## src/rtl/sfc_pkg.sv

```systemverilog
package sfc_pkg;

   typedef enum logic [2:0] {
      SQ_IDLE,
      SQ_WR1,
      SQ_WR2,
      SQ_RD1,
      SQ_RD2,
      SQ_TURN
   } seq_state_t;

   typedef enum logic [1:0] {
      OP_NONE,
      OP_WRITE,
      OP_READ
   } seq_op_t;

endpackage

```

## src/rtl/sfc_stage.sv

```systemverilog
// Small on-chip staging FIFO; the head word is visible combinationally.
module sfc_stage #(
   parameter  int W     = 16,
   parameter  int DEPTH = 4,
   localparam int PW    = $clog2(DEPTH),
   localparam int CW    = PW + 1
) (
   input  logic          clk,
   input  logic          rst,
   input  logic          push,
   input  logic [W-1:0]  push_data,
   input  logic          pop,
   output logic [W-1:0]  head,
   output logic [CW-1:0] count,
   output logic          full,
   output logic          empty
);

   logic [W-1:0]  mem [DEPTH];
   logic [PW-1:0] wp, rp;
   logic [CW-1:0] cnt;

   always_ff @(posedge clk) begin
      if (push) mem[wp] <= push_data;
   end

   always_ff @(posedge clk) begin
      if (rst) begin
         wp  <= '0;
         rp  <= '0;
         cnt <= '0;
      end else begin
         if (push) wp <= wp + 1'b1;
         if (pop)  rp <= rp + 1'b1;
         case ({push, pop})
            2'b10:   cnt <= cnt + 1'b1;
            2'b01:   cnt <= cnt - 1'b1;
            default: cnt <= cnt;
         endcase
      end
   end

   assign head  = mem[rp];
   assign count = cnt;
   assign full  = (cnt == CW'(DEPTH));
   assign empty = (cnt == '0);

   // no word is ever written into a full staging buffer
   a_r7_no_overflow: assert property (@(posedge clk) disable iff (rst)
      push |-> !full);

   // no word is ever removed from an empty staging buffer
   a_r1_no_underflow: assert property (@(posedge clk) disable iff (rst)
      pop |-> !empty);

endmodule

```

## src/rtl/sfc_arb.sv

```systemverilog
// Chooses the next SRAM access from the staging-buffer fill and memory flags.
module sfc_arb
   import sfc_pkg::*;
#(
   parameter  int RDEPTH = 4,
   localparam int CW     = $clog2(RDEPTH) + 1
) (
   input  logic          wstage_empty,
   input  logic          mem_full,
   input  logic          mem_empty,
   input  logic [CW-1:0] rfill,
   output seq_op_t       op
);

   localparam logic [CW-1:0] LIM  = CW'(RDEPTH);
   localparam logic [CW-1:0] HALF = CW'(RDEPTH / 2);

   logic want_rd, want_wr;

   assign want_rd = !mem_empty && (rfill < LIM) && (rfill < HALF);
   assign want_wr = !wstage_empty && !mem_full;

   always_comb begin
      if (want_rd)      op = OP_READ;
      else if (want_wr) op = OP_WRITE;
      else              op = OP_NONE;
   end

endmodule

```

## src/rtl/sfc_seq.sv

```systemverilog
// SRAM access sequencer: two-cycle accesses, address multiplexing, full/empty.
module sfc_seq
   import sfc_pkg::*;
#(
   parameter int DATA_W = 16,
   parameter int ADDR_W = 18
) (
   input  logic              clk,
   input  logic              rst,
   input  seq_op_t           op,
   input  logic [DATA_W-1:0] wdata,
   output logic              wpop,
   output logic              rpush,
   output logic              rd_pend,
   output logic              mem_full,
   output logic              mem_empty,
   output logic [ADDR_W-1:0] sram_addr,
   output logic [DATA_W-1:0] sram_dq_out,
   output logic              sram_dq_oe,
   output logic              sram_ce_n,
   output logic              sram_we_n,
   output logic              sram_oe_n
);

   seq_state_t        state, nxt;
   logic [ADDR_W-1:0] waddr, raddr, addr_q;
   logic [DATA_W-1:0] dout_q;
   logic              last_wr, pend_q;
   logic              launch_w, launch_r, at_end;

   assign at_end = (state == SQ_IDLE) || (state == SQ_WR2) ||
                   (state == SQ_RD2)  || (state == SQ_TURN);

   always_comb begin
      nxt      = state;
      launch_w = 1'b0;
      launch_r = 1'b0;
      if (at_end) begin
         case (op)
            OP_READ: begin
               nxt      = SQ_RD1;
               launch_r = 1'b1;
            end
            OP_WRITE: begin
               if (state == SQ_RD2) nxt = SQ_TURN;
               else begin
                  nxt      = SQ_WR1;
                  launch_w = 1'b1;
               end
            end
            default: nxt = SQ_IDLE;
         endcase
      end else if (state == SQ_WR1) begin
         nxt = SQ_WR2;
      end else if (state == SQ_RD1) begin
         nxt = SQ_RD2;
      end
   end

   always_ff @(posedge clk) begin
      if (rst) begin
         state   <= SQ_IDLE;
         waddr   <= '0;
         raddr   <= '0;
         addr_q  <= '0;
         dout_q  <= '0;
         last_wr <= 1'b0;
         pend_q  <= 1'b0;
      end else begin
         state <= nxt;
         if (launch_w) begin
            addr_q  <= waddr;
            dout_q  <= wdata;
            waddr   <= waddr + 1'b1;
            last_wr <= 1'b1;
         end
         if (launch_r) begin
            addr_q  <= raddr;
            raddr   <= raddr + 1'b1;
            last_wr <= 1'b0;
         end
         if (launch_r)             pend_q <= 1'b1;
         else if (state == SQ_RD2) pend_q <= 1'b0;
      end
   end

   assign wpop      = launch_w;
   assign rpush     = (state == SQ_RD2);
   assign rd_pend   = pend_q;
   assign mem_full  = (waddr == raddr) &&  last_wr;
   assign mem_empty = (waddr == raddr) && !last_wr;

   assign sram_addr   = addr_q;
   assign sram_dq_out = dout_q;
   assign sram_dq_oe  = (state == SQ_WR1) || (state == SQ_WR2);
   assign sram_we_n   = (state != SQ_WR1);
   assign sram_oe_n   = !((state == SQ_RD1) || (state == SQ_RD2));
   assign sram_ce_n   = !((state == SQ_WR1) || (state == SQ_WR2) ||
                          (state == SQ_RD1) || (state == SQ_RD2));

   // write strobe lasts one cycle, address and data held in the second
   a_r2_we_pulse: assert property (@(posedge clk) disable iff (rst)
      !sram_we_n |=> (sram_we_n && !sram_ce_n && sram_dq_oe &&
                      $stable(sram_addr) && $stable(sram_dq_out)));

   // read keeps output enable and address for its second cycle
   a_r2_rd_hold: assert property (@(posedge clk) disable iff (rst)
      (state == SQ_RD1) |=> (!sram_oe_n && !sram_ce_n && $stable(sram_addr)));

   // never write and read strobes at once
   a_r2_strobe_excl: assert property (@(posedge clk) disable iff (rst)
      !(!sram_we_n && !sram_oe_n));

   // bus turnaround after the SRAM has driven data
   a_r4_turnaround: assert property (@(posedge clk) disable iff (rst)
      !sram_oe_n |=> !sram_dq_oe);

   // the two memory flags exclude each other
   a_r5_flags_excl: assert property (@(posedge clk) disable iff (rst)
      !(mem_full && mem_empty));

   // a write can never be launched into a full memory
   a_r5_no_write_full: assert property (@(posedge clk) disable iff (rst)
      ($fell(sram_we_n) && $past(mem_full)) |-> 1'b0);

endmodule

```

## src/rtl/sram_fifo_ctrl.sv

```systemverilog
// Deep FIFO stored in an external single-port SRAM.
module sram_fifo_ctrl
   import sfc_pkg::*;
#(
   parameter int DATA_W      = 16,
   parameter int ADDR_W      = 18,
   parameter int STAGE_DEPTH = 4
) (
   input  logic              clk,
   input  logic              rst,
   input  logic              wr_valid,
   output logic              wr_ready,
   input  logic [DATA_W-1:0] wr_data,
   output logic              rd_valid,
   input  logic              rd_ready,
   output logic [DATA_W-1:0] rd_data,
   output logic              sram_full,
   output logic              sram_empty,
   output logic [ADDR_W-1:0] sram_addr,
   output logic [DATA_W-1:0] sram_dq_out,
   input  logic [DATA_W-1:0] sram_dq_in,
   output logic              sram_dq_oe,
   output logic              sram_ce_n,
   output logic              sram_we_n,
   output logic              sram_oe_n
);

   localparam int CW = $clog2(STAGE_DEPTH) + 1;

   generate
      if (DATA_W < 1) begin : g_bad_data
         $error("DATA_W must be at least 1");
      end
      if (ADDR_W < 2) begin : g_bad_addr
         $error("ADDR_W must be at least 2");
      end
      if (STAGE_DEPTH < 2 || (STAGE_DEPTH & (STAGE_DEPTH - 1)) != 0) begin : g_bad_stage
         $error("STAGE_DEPTH must be a power of two, at least 2");
      end
   endgenerate

   logic              w_push, w_pop, w_full, w_empty;
   logic [DATA_W-1:0] w_head;
   logic [CW-1:0]     w_count;

   logic              r_push, r_pop, r_full, r_empty;
   logic [DATA_W-1:0] r_head;
   logic [CW-1:0]     r_count, r_fill;

   logic              pend;
   seq_op_t           op;

   logic              out_v;
   logic [DATA_W-1:0] out_d;

   assign wr_ready = !w_full;
   assign w_push   = wr_valid && !w_full;

   sfc_stage #(.W(DATA_W), .DEPTH(STAGE_DEPTH)) u_wstage (
      .clk(clk), .rst(rst),
      .push(w_push), .push_data(wr_data),
      .pop(w_pop), .head(w_head),
      .count(w_count), .full(w_full), .empty(w_empty)
   );

   sfc_stage #(.W(DATA_W), .DEPTH(STAGE_DEPTH)) u_rstage (
      .clk(clk), .rst(rst),
      .push(r_push), .push_data(sram_dq_in),
      .pop(r_pop), .head(r_head),
      .count(r_count), .full(r_full), .empty(r_empty)
   );

   assign r_fill = r_count + CW'(pend);

   sfc_arb #(.RDEPTH(STAGE_DEPTH)) u_arb (
      .wstage_empty(w_empty),
      .mem_full(sram_full),
      .mem_empty(sram_empty),
      .rfill(r_fill),
      .op(op)
   );

   sfc_seq #(.DATA_W(DATA_W), .ADDR_W(ADDR_W)) u_seq (
      .clk(clk), .rst(rst),
      .op(op), .wdata(w_head),
      .wpop(w_pop), .rpush(r_push), .rd_pend(pend),
      .mem_full(sram_full), .mem_empty(sram_empty),
      .sram_addr(sram_addr), .sram_dq_out(sram_dq_out),
      .sram_dq_oe(sram_dq_oe), .sram_ce_n(sram_ce_n),
      .sram_we_n(sram_we_n), .sram_oe_n(sram_oe_n)
   );

   // prefetched output word
   assign r_pop = !r_empty && (!out_v || rd_ready);

   always_ff @(posedge clk) begin
      if (rst) begin
         out_v <= 1'b0;
         out_d <= '0;
      end else if (r_pop) begin
         out_v <= 1'b1;
         out_d <= r_head;
      end else if (rd_ready) begin
         out_v <= 1'b0;
      end
   end

   assign rd_valid = out_v;
   assign rd_data  = out_d;

   // a stalled output word stays valid and unchanged
   a_r9_hold_output: assert property (@(posedge clk) disable iff (rst)
      (rd_valid && !rd_ready) |=> (rd_valid && $stable(rd_data)));

   // a full write stage refuses the producer
   a_r7_refuse: assert property (@(posedge clk) disable iff (rst)
      (w_count == CW'(STAGE_DEPTH)) |-> !wr_ready);

   // read data never lands in a read stage without room
   a_r6_room: assert property (@(posedge clk) disable iff (rst)
      r_push |-> !r_full);

endmodule

```

## config.mk

```make
export PLATFORM = sky130hd
export DESIGN_NAME = sram_fifo_ctrl
export DESIGN_NICKNAME = d
export VERILOG_FILES = /design/src/rtl/sfc_pkg.sv /design/src/rtl/sfc_stage.sv /design/src/rtl/sfc_arb.sv /design/src/rtl/sfc_seq.sv /design/src/rtl/sram_fifo_ctrl.sv
export SDC_FILE = /design/constraint.sdc
export NUM_CORES = 1
export LEC_CHECK = 0
export BUFFER_PORTS_ARGS = -buffer_cell sky130_fd_sc_hd__buf_2
export CAP_MARGIN = 30
export CORE_MARGIN = 3
export CORE_UTILIZATION = 55
export CTS_BUF_LIST = sky130_fd_sc_hd__clkbuf_4 sky130_fd_sc_hd__clkbuf_8
export CTS_CLUSTER_SIZE = 8
export DETAILED_ROUTE_END_ITERATION = 8
export PLACE_DENSITY = 0.77
export SYNTH_ARGS = -nofsm -noshare
export SYNTH_HDL_FRONTEND = slang
export SYNTH_SLANG_ARGS = --single-unit
```

## constraint.sdc

```tcl
create_clock -name clk -period 2.9 [get_ports clk]
set_input_delay 0.435 -clock clk [delete_from_list [all_inputs] [get_ports clk]]
set_output_delay 0.435 -clock clk [all_outputs]
set_load 0.005 [all_outputs]
```

### Word-level counts from Yosys, hierarchy flattened

Memory sizes are Yosys's and may differ from the RTL's. A register that Yosys moved wholly into a read port is not among the register bits.
Cells that the tools add are included.

| word-level totals | value |
|---|---|
| register bits | 74 |
| memory bits (writable) | 128 |
| input port bits | 36 |
| output and inout bits | 58 |
| word-level logic and storage cells | 100 |
| memories | 2 |

| operators by class | value |
|---|---|
| add/sub/neg operators | 11 |
| magnitude comparators | 2 |
| equal/unequal tests | 14 |
| multiplexer cells | 24 |
| reduce and logical (&&, ||, !) cells | 34 |

Memory list:

| memory | words | width | rd ports | clocked after memory_dff | write ports | RTL line | source |
|---|---|---|---|---|---|---|---|
| u_rstage.mem | 4 | 16 | 1 | 1 | 1 | sfc_stage.sv:19 | `logic [W-1:0] mem [DEPTH];` |
| u_wstage.mem | 4 | 16 | 1 | 1 | 1 | sfc_stage.sv:19 |  |

Operators by type and width:

| kind | number |
|---|---|
| 18-bit by 1-bit adder with 18-bit output (second input constant) | 2 |
| 18-bit 2-to-1 mux | 2 |
| 18-bit equality test | 1 |
| 3-bit one-hot mux with 2 select lines | 3 |
| 1-bit 2-to-1 mux | 14 |
| 3-bit 2-to-1 mux | 4 |
| 2-bit nonzero test | 5 |
| 3-bit equality test (second input constant) | 3 |
| 1-bit logical NOT | 9 |
| 3-bit logical NOT | 3 |
| 2-bit by 1-bit adder with 2-bit output (second input constant) | 4 |
| 1-bit logical OR | 8 |
| 1-bit logical AND | 7 |
| 3-bit by 1-bit adder with 3-bit output (second input constant) | 2 |
| 2-bit by 1-bit equality test with 1-bit output (second input constant) | 3 |
| 2-bit equality test (second input constant) | 3 |
| 3-bit by 2-bit equality test with 1-bit output (second input constant) | 2 |
| 3-bit by 1-bit subtractor with 3-bit output (second input constant) | 2 |
| 3-bit by 1-bit adder with 3-bit output | 1 |
| 3-bit by 1-bit equality test with 1-bit output (second input constant) | 1 |
| 3-bit by 2-bit less-than comparator with 1-bit output (second input constant) | 1 |
| 3-bit less-than comparator (second input constant) | 1 |
| 3-bit by 1-bit inequality test with 1-bit output (second input constant) | 1 |
| 3-bit nonzero test | 1 |
| other kinds (2) | 2 |

### Depth between registers and ports, before layout

| depth | value |
|---|---|
| word-level depth | 11 |
| depth in mapped cells | 14 |
| mapped depth without buffers | 13 |

### Hierarchy

From an unflattened synthesis, not the netlist that was laid out.

| unflattened totals | value |
|---|---|
| cell total of the unflattened synthesis | 769 |
| area, all modules | 9982.1 sq um |

Modules (own cells, without submodules):

| module | instances | cells an instance | area an instance (sq um) | seq. area each (sq um) |
|---|---|---|---|---|
| sfc_stage | 2 | 131 | 2780.2 | 2102.0 |
| sfc_seq | 1 | 426 | 3579.7 | 1501.4 |
| sram_fifo_ctrl | 1 | 78 | 819.5 | 340.3 |
| sfc_arb | 1 | 3 | 22.5 | 0.0 |

### Worst setup path before layout

Ideal clock, no wire load.

| timing | value |
|---|---|
| path type | reg-to-reg |
| start point | register u_seq.raddr[3] |
| end point | register u_wstage.cnt[2], in the netlist u_wstage.count[2] |
| setup time | 0.070 ns |
| data arrival time | 2.967 ns |
| data required time | 2.830 ns |
| path slack | -0.136 ns |
| stages on the path, launching flop included | 14 |
| buffers on the path | 2 |
| period minus slack after synthesis | 3.036 ns |
| cell sequence | dfxtp_1 clkbuf_1 xor2_1 nor4_4 and2_0 nand3_1 clkbuf_1 nand2_1 ha_1 inv_1 fa_1 xor2_1 or3_1 a21oi_1 |

| on the way | value |
|---|---|
| longest elaborated chain between the ends | 11 |
| elaborated cells on any way between the ends | 17 |
| those cells by class | eq/ne (4); mux (5); reduce/logical (8) |

RTL lines:

| what | RTL line | source |
|---|---|---|
| start, declared | sfc_seq.sv:26 | `logic [ADDR_W-1:0] waddr, raddr, addr_q;` |
| start signal, assigned | sfc_seq.sv:79 | `raddr <= raddr + 1'b1;` |
| 18-bit equality test * | sfc_seq.sv:90, sfc_seq.sv:91 |  |
| 1-bit logical AND, on equally long branches | sfc_seq.sv:90, sfc_seq.sv:91 |  |
| 1-bit logical NOT, on equally long branches | sfc_arb.sv:21, sfc_arb.sv:20 |  |
| 1-bit logical AND, on equally long branches | sfc_arb.sv:21, sfc_arb.sv:20 |  |
| 1-bit 2-to-1 mux or 1-bit logical AND (tied branches) | sfc_arb.sv:25, sfc_arb.sv:20 |  |
| 2-bit 2-to-1 mux * | sfc_arb.sv:24 | `if (want_rd) op = OP_READ;` |
| 2-bit by 1-bit equality test with 1-bit output * | sfc_seq.sv:39 | `case (op)` |
| 1-bit 2-to-1 mux * | sfc_seq.sv:39 |  |
| 1-bit 2-to-1 mux * | sfc_seq.sv:38 | `if (at_end) begin` |
| via u_seq.wpop | sfc_seq.sv:12 | `output logic wpop,` |
| 2-bit by 1-bit equality test with 1-bit output or 2-bit equality test (tied branches) | sfc_stage.sv:35 | `case ({push, pop})` |
| 3-bit one-hot mux with 2 select lines or 2-bit nonzero test (tied branches) | - |  |
| end signal, assigned | sfc_stage.sv:36 | `2'b10: cnt <= cnt + 1'b1;` |
| end signal, assigned | sfc_stage.sv:37 | `2'b01: cnt <= cnt - 1'b1;` |
| end signal, assigned | sfc_stage.sv:38 | `default: cnt <= cnt;` |
| end, declared | sfc_stage.sv:21 | `logic [CW-1:0] cnt;` |

Mark *: on every way through the listed nets, which the timed path passes. The rest lies on a longest branch.
A chain may end at the register's enable or synchronous reset.

### Final worst setup path

| timing | value |
|---|---|
| start point | register u_seq.waddr[1] |
| end point | register u_wstage.cnt[2], in the netlist u_wstage.count[2] |

| on the way | value |
|---|---|
| longest elaborated chain between the ends | 11 |
| elaborated cells on any way between the ends | 17 |
| those cells by class | eq/ne (4); mux (5); reduce/logical (8) |

RTL lines:

| what | RTL line | source |
|---|---|---|
| start, declared | sfc_seq.sv:26 |  |
| start signal, assigned | sfc_seq.sv:74 | `waddr <= waddr + 1'b1;` |
| 18-bit equality test * | sfc_seq.sv:90, sfc_seq.sv:91 |  |
| 1-bit logical AND, on equally long branches | sfc_seq.sv:90, sfc_seq.sv:91 |  |
| 1-bit logical NOT, on equally long branches | sfc_arb.sv:21, sfc_arb.sv:20 |  |
| 1-bit logical AND, on equally long branches | sfc_arb.sv:21, sfc_arb.sv:20 |  |
| 1-bit 2-to-1 mux or 1-bit logical AND (tied branches) | sfc_arb.sv:25, sfc_arb.sv:20 |  |
| 2-bit 2-to-1 mux * | sfc_arb.sv:24 |  |
| 2-bit by 1-bit equality test with 1-bit output * | sfc_seq.sv:39 |  |
| 1-bit 2-to-1 mux * | sfc_seq.sv:39 |  |
| 1-bit 2-to-1 mux * | sfc_seq.sv:38 |  |
| via u_seq.wpop | sfc_seq.sv:12 |  |
| 2-bit by 1-bit equality test with 1-bit output or 2-bit equality test (tied branches) | sfc_stage.sv:35 |  |
| 3-bit one-hot mux with 2 select lines or 2-bit nonzero test (tied branches) | - |  |

Marked as above.

==> reports/qor.yml <==
run_status:
  outcome: "finished clean"
yosys:
  synth_area_um2: 9960
  yosysWarnings: 0
  synthCells: 814
  ys.flop_type: "edfxtp_1"
  synthesis.nets: 865
  avgSynthCellArea_um2: 12.2
  ys_ff_latch: 234
  ys_async_sr_fraction_pct: 0
  synth_edf_count: 128
  ys_types: 55
  ys_seq_area_share_pct: 59.9
grt:
  grt_pass1_vias: 6884
  grt_start_max_net_pins: 75
  overflow: 0
  antenna_found_initial: 1
  grtUsageTotal_pct: 21.8
  grt_pass1_wl_um: 34600
sta:
  slew_headroom_pct: 42.7
  fin_crit_ns: 2.78
  finClkSkew_ns: 0.0246
  drv_slew: 0
  tightestPinTransition_ns: 0.858
  worst_slack_ns: 0.118
  whs_ns: 0.123
  setup_violations: 0
  period_share_pct: 95.9
  hold_viol_final: 0
  setup_tns_ns: 0
  clock.fmax_mhz: 359
clock_tree:
  clkSinkCount: 234
  cts_root_buf: "clkbuf_8"
  cts_tree: "done"
  path_clk_slew_ns: 0.06
  insertion_delay_ns: 0.53
  cts_inserted_buffers: 39
  ctsHoldBuffers: 0
  cts_buffer_depth: 3
  h-tree-depth: 2
finish:
  nets: 989
  area_delta_synth_final_pct: 17.2
  layout-drive-gt1-share_pct: 30.7
  layoutNonFillerInstCount: 1194
  multi_input_area_um2: 3680
  nFillCells: 1324
  seqCellArea_um2: 5970
  diodes: 0
floorplan:
  start_util_pct: 56.8
  die_area_um2: 19800
  dieWidth_um: 141
  core_um2: 17500
  ios: 94
  row_count: 48
  die_h_um: 141
critical_path:
  crit_fanout: 5
  cp.arrival_ns: 3.23
  setup.worst_path.start_class: "flip-flop"
  endpoint_kind: "flip-flop"
  rrSetupSlack_ns: 0.12
  cp_slowest_cell: "dfxtp_1"
  worst-path-buf-inv: 2
  cp_cell_sequence: "xor2_2, nor4_2, and3_4, buf_4, a21o_1, nand2_1, ha_1, inv_1, fa_1, xor2_1, or3_1, a21oi_1"
  crit_path_max_incr_delay_ns: 0.45
  crit_type: "flip-flop to flip-flop"
  required_ns: 3.35
  cp_top_family: "simple AND/OR/NAND/NOR gates"
drt:
  vias_per_cell: 5.79
  firstDrtPassIters: 5
  drtIter0Drc: 455
  drtAntennaViolNets: 0
  wl_per_cell_um: 17.9
  wl_um: 21400
  drcViolationCount: 0
  vias: 6913
placed_design:
  dp_hpwl_um: 13900
  dp_slack_ns: 0.0642
  dp_cells: 1120
  io_buffers: 93
  gp_congestion: 0.857
power_and_ir_drop:
  p_sw_share_pct: 33.9
  ir_worst_vdd_mv: 0.566
  p_leak_nw: 4.42
  p_clk_share_pct: 27.6
  p_per_area_nw_per_um2: 915
  total_power_mw: 10.7
  switchingPower_mw: 3.62
  p_int_mw: 7.06
  power_frac_comb_pct: 32.7
  pwr-share-seq_pct: 39.7
flow_run:
  maxCapViolCount: 0
worst_hold_path:
  holdCritPathClass: "input port to flip-flop"
synthesized netlist by cell type, types with 3 or more instances:
master	count	share of area, %
mux4_2	32	7.2
buf_2	20	1.0
o21ai_0	52	2.6
or3_1	9	0.57
nor2b_1	17	1.1
nand4_1	22	1.4
ha_1	13	1.6
edfxtp_1	128	39
or3_2	5	0.38
mux2_2	21	2.4
nor2_1	48	1.8
nor3_1	6	0.30
o211ai_1	11	0.83
a21oi_1	58	2.9
nand3_1	25	1.3
and3_1	15	0.94
o2111ai_1	6	0.53
xor2_1	25	2.2
and2_1	4	0.25
dfxtp_1	106	21
inv_1	25	0.94
clkbuf_1	31	1.2
o31ai_1	3	0.23
xnor2_1	5	0.44
or2_2	8	0.50
a21o_1	3	0.23
nor4_1	6	0.38
nand2_1	51	1.9
buf_4	4	0.30
a31oi_1	19	1.2
a211oi_1	5	0.38
state kept, by name, summed over array words and instances (netlist names):
name,count
u_wstage.count,3
u_wstage.wp,2
u_seq.waddr,18
u_seq.last_wr,1
u_wstage.rp,2
u_seq.raddr,18
u_seq.sram_dq_out,16
u_rstage.rp,2
u_rstage.wp,2
u_rstage.mem,64
u_seq.sram_addr,18
rd_valid,1
u_seq.rd_pend,1
u_seq.state,3
u_rstage.count,3
rd_data,16
u_wstage.mem,64
cell usage in the layout, fill, tap and decap left out, types with 9 or more instances in the layout:
cell type / count
a21oi_1: 57
a31oi_1: 19
and3_1: 14
buf_2: 92
buf_4: 49
clkbuf_4: 21
clkbuf_8: 42
dfxtp_1: 104
edfxtp_1: 128
ha_1: 13
inv_1: 25
mux2_2: 21
mux4_2: 32
nand2_1: 51
nand3_1: 24
nand4_1: 22
nor2_1: 48
nor2b_1: 17
o211ai_1: 11
o21ai_0: 51
or3_1: 9
xor2_1: 22
path summary, 6_finish.rpt:
check | cells after the start | start | endpoint
setup / recovery | 12 | u_seq.waddr[1]$_SDFFE_PP0P_ | u_wstage.count[2]$_SDFFE_PP0P_
hold / removal | 1 | wr_data[6] | u_wstage.mem[3][6]$_DFFE_PP_
setup reg to reg | 12 | u_seq.waddr[1]$_SDFFE_PP0P_ | u_wstage.count[2]$_SDFFE_PP0P_
hold reg to reg | 2 | rd_data[4]$_SDFFE_PP0P_ | rd_data[4]$_SDFFE_PP0P_
layer usage:
layer / track usage [%] / wire length (µm) / share of wire [%]
met4: 7.04 / 469 / 2.2
met2: 35.9 / 10400 / 48
met3: 5.09 / 1420 / 6.6
met1: 28.7 / 9120 / 43
met5: 0 / 13 / 0.061
cell type report:
type | count | area share [%]
Clock buffer | 63 | 6.30
Sequential cell | 234 | 51.1
Tap cell | 225 | 2.41
Multi-Input combinational cell | 496 | 31.6
Clock inverter | 9 | 0.643
Timing Repair Buffer | 141 | 7.10
Inverter | 26 | 0.836
logic make-up (layout without fill, tap and decap cells):
family,count (synthesis),after routing,share of synthesized area [%]
AOI/OAI and AO/OA,166,166,9.75
xor gates and xnor gates,30,30,2.64
adders and majority gates,15,15,2.04
buffers and inverters,84,239,3.66
DFF,234,234,59.9
muxes,55,55,9.81
and+or+nand+nor,230,230,12.2
power by group through the flow:
stage / logic [mW] / registers [mW] / clock network (mW)
2_1_floorplan: 2.29 / 4.24 / 0
3_3_place_gp: 3.36 / 4.28 / 0
3_5_place_dp: 3.42 / 4.30 / 0
4_1_cts: 3.43 / 4.24 / 3.00
5_1_grt: 3.86 / 4.29 / 3.16
6_report: 3.50 / 4.24 / 2.94
through the flow:
| step | utilization [%] | area (µm²) |
|---|---|---|
| 4_1_cts | 66.2 | 11600 |
| 3_3_place_gp | 61.6 | 10800 |
| 6_report | 66.5 | 11700 |
| 3_5_place_dp | 61.6 | 10800 |
| 2_1_floorplan | - | 9970 |
| 5_1_grt | 66.5 | 11700 |
repair_timing:
item | 4_1_cts | 5_1_grt
gates resized for setup | 0 | 9
setup buffers | 0 | 2
endpoints found under the setup margin | 0 | 3
(Power assumes the default switching activity.)
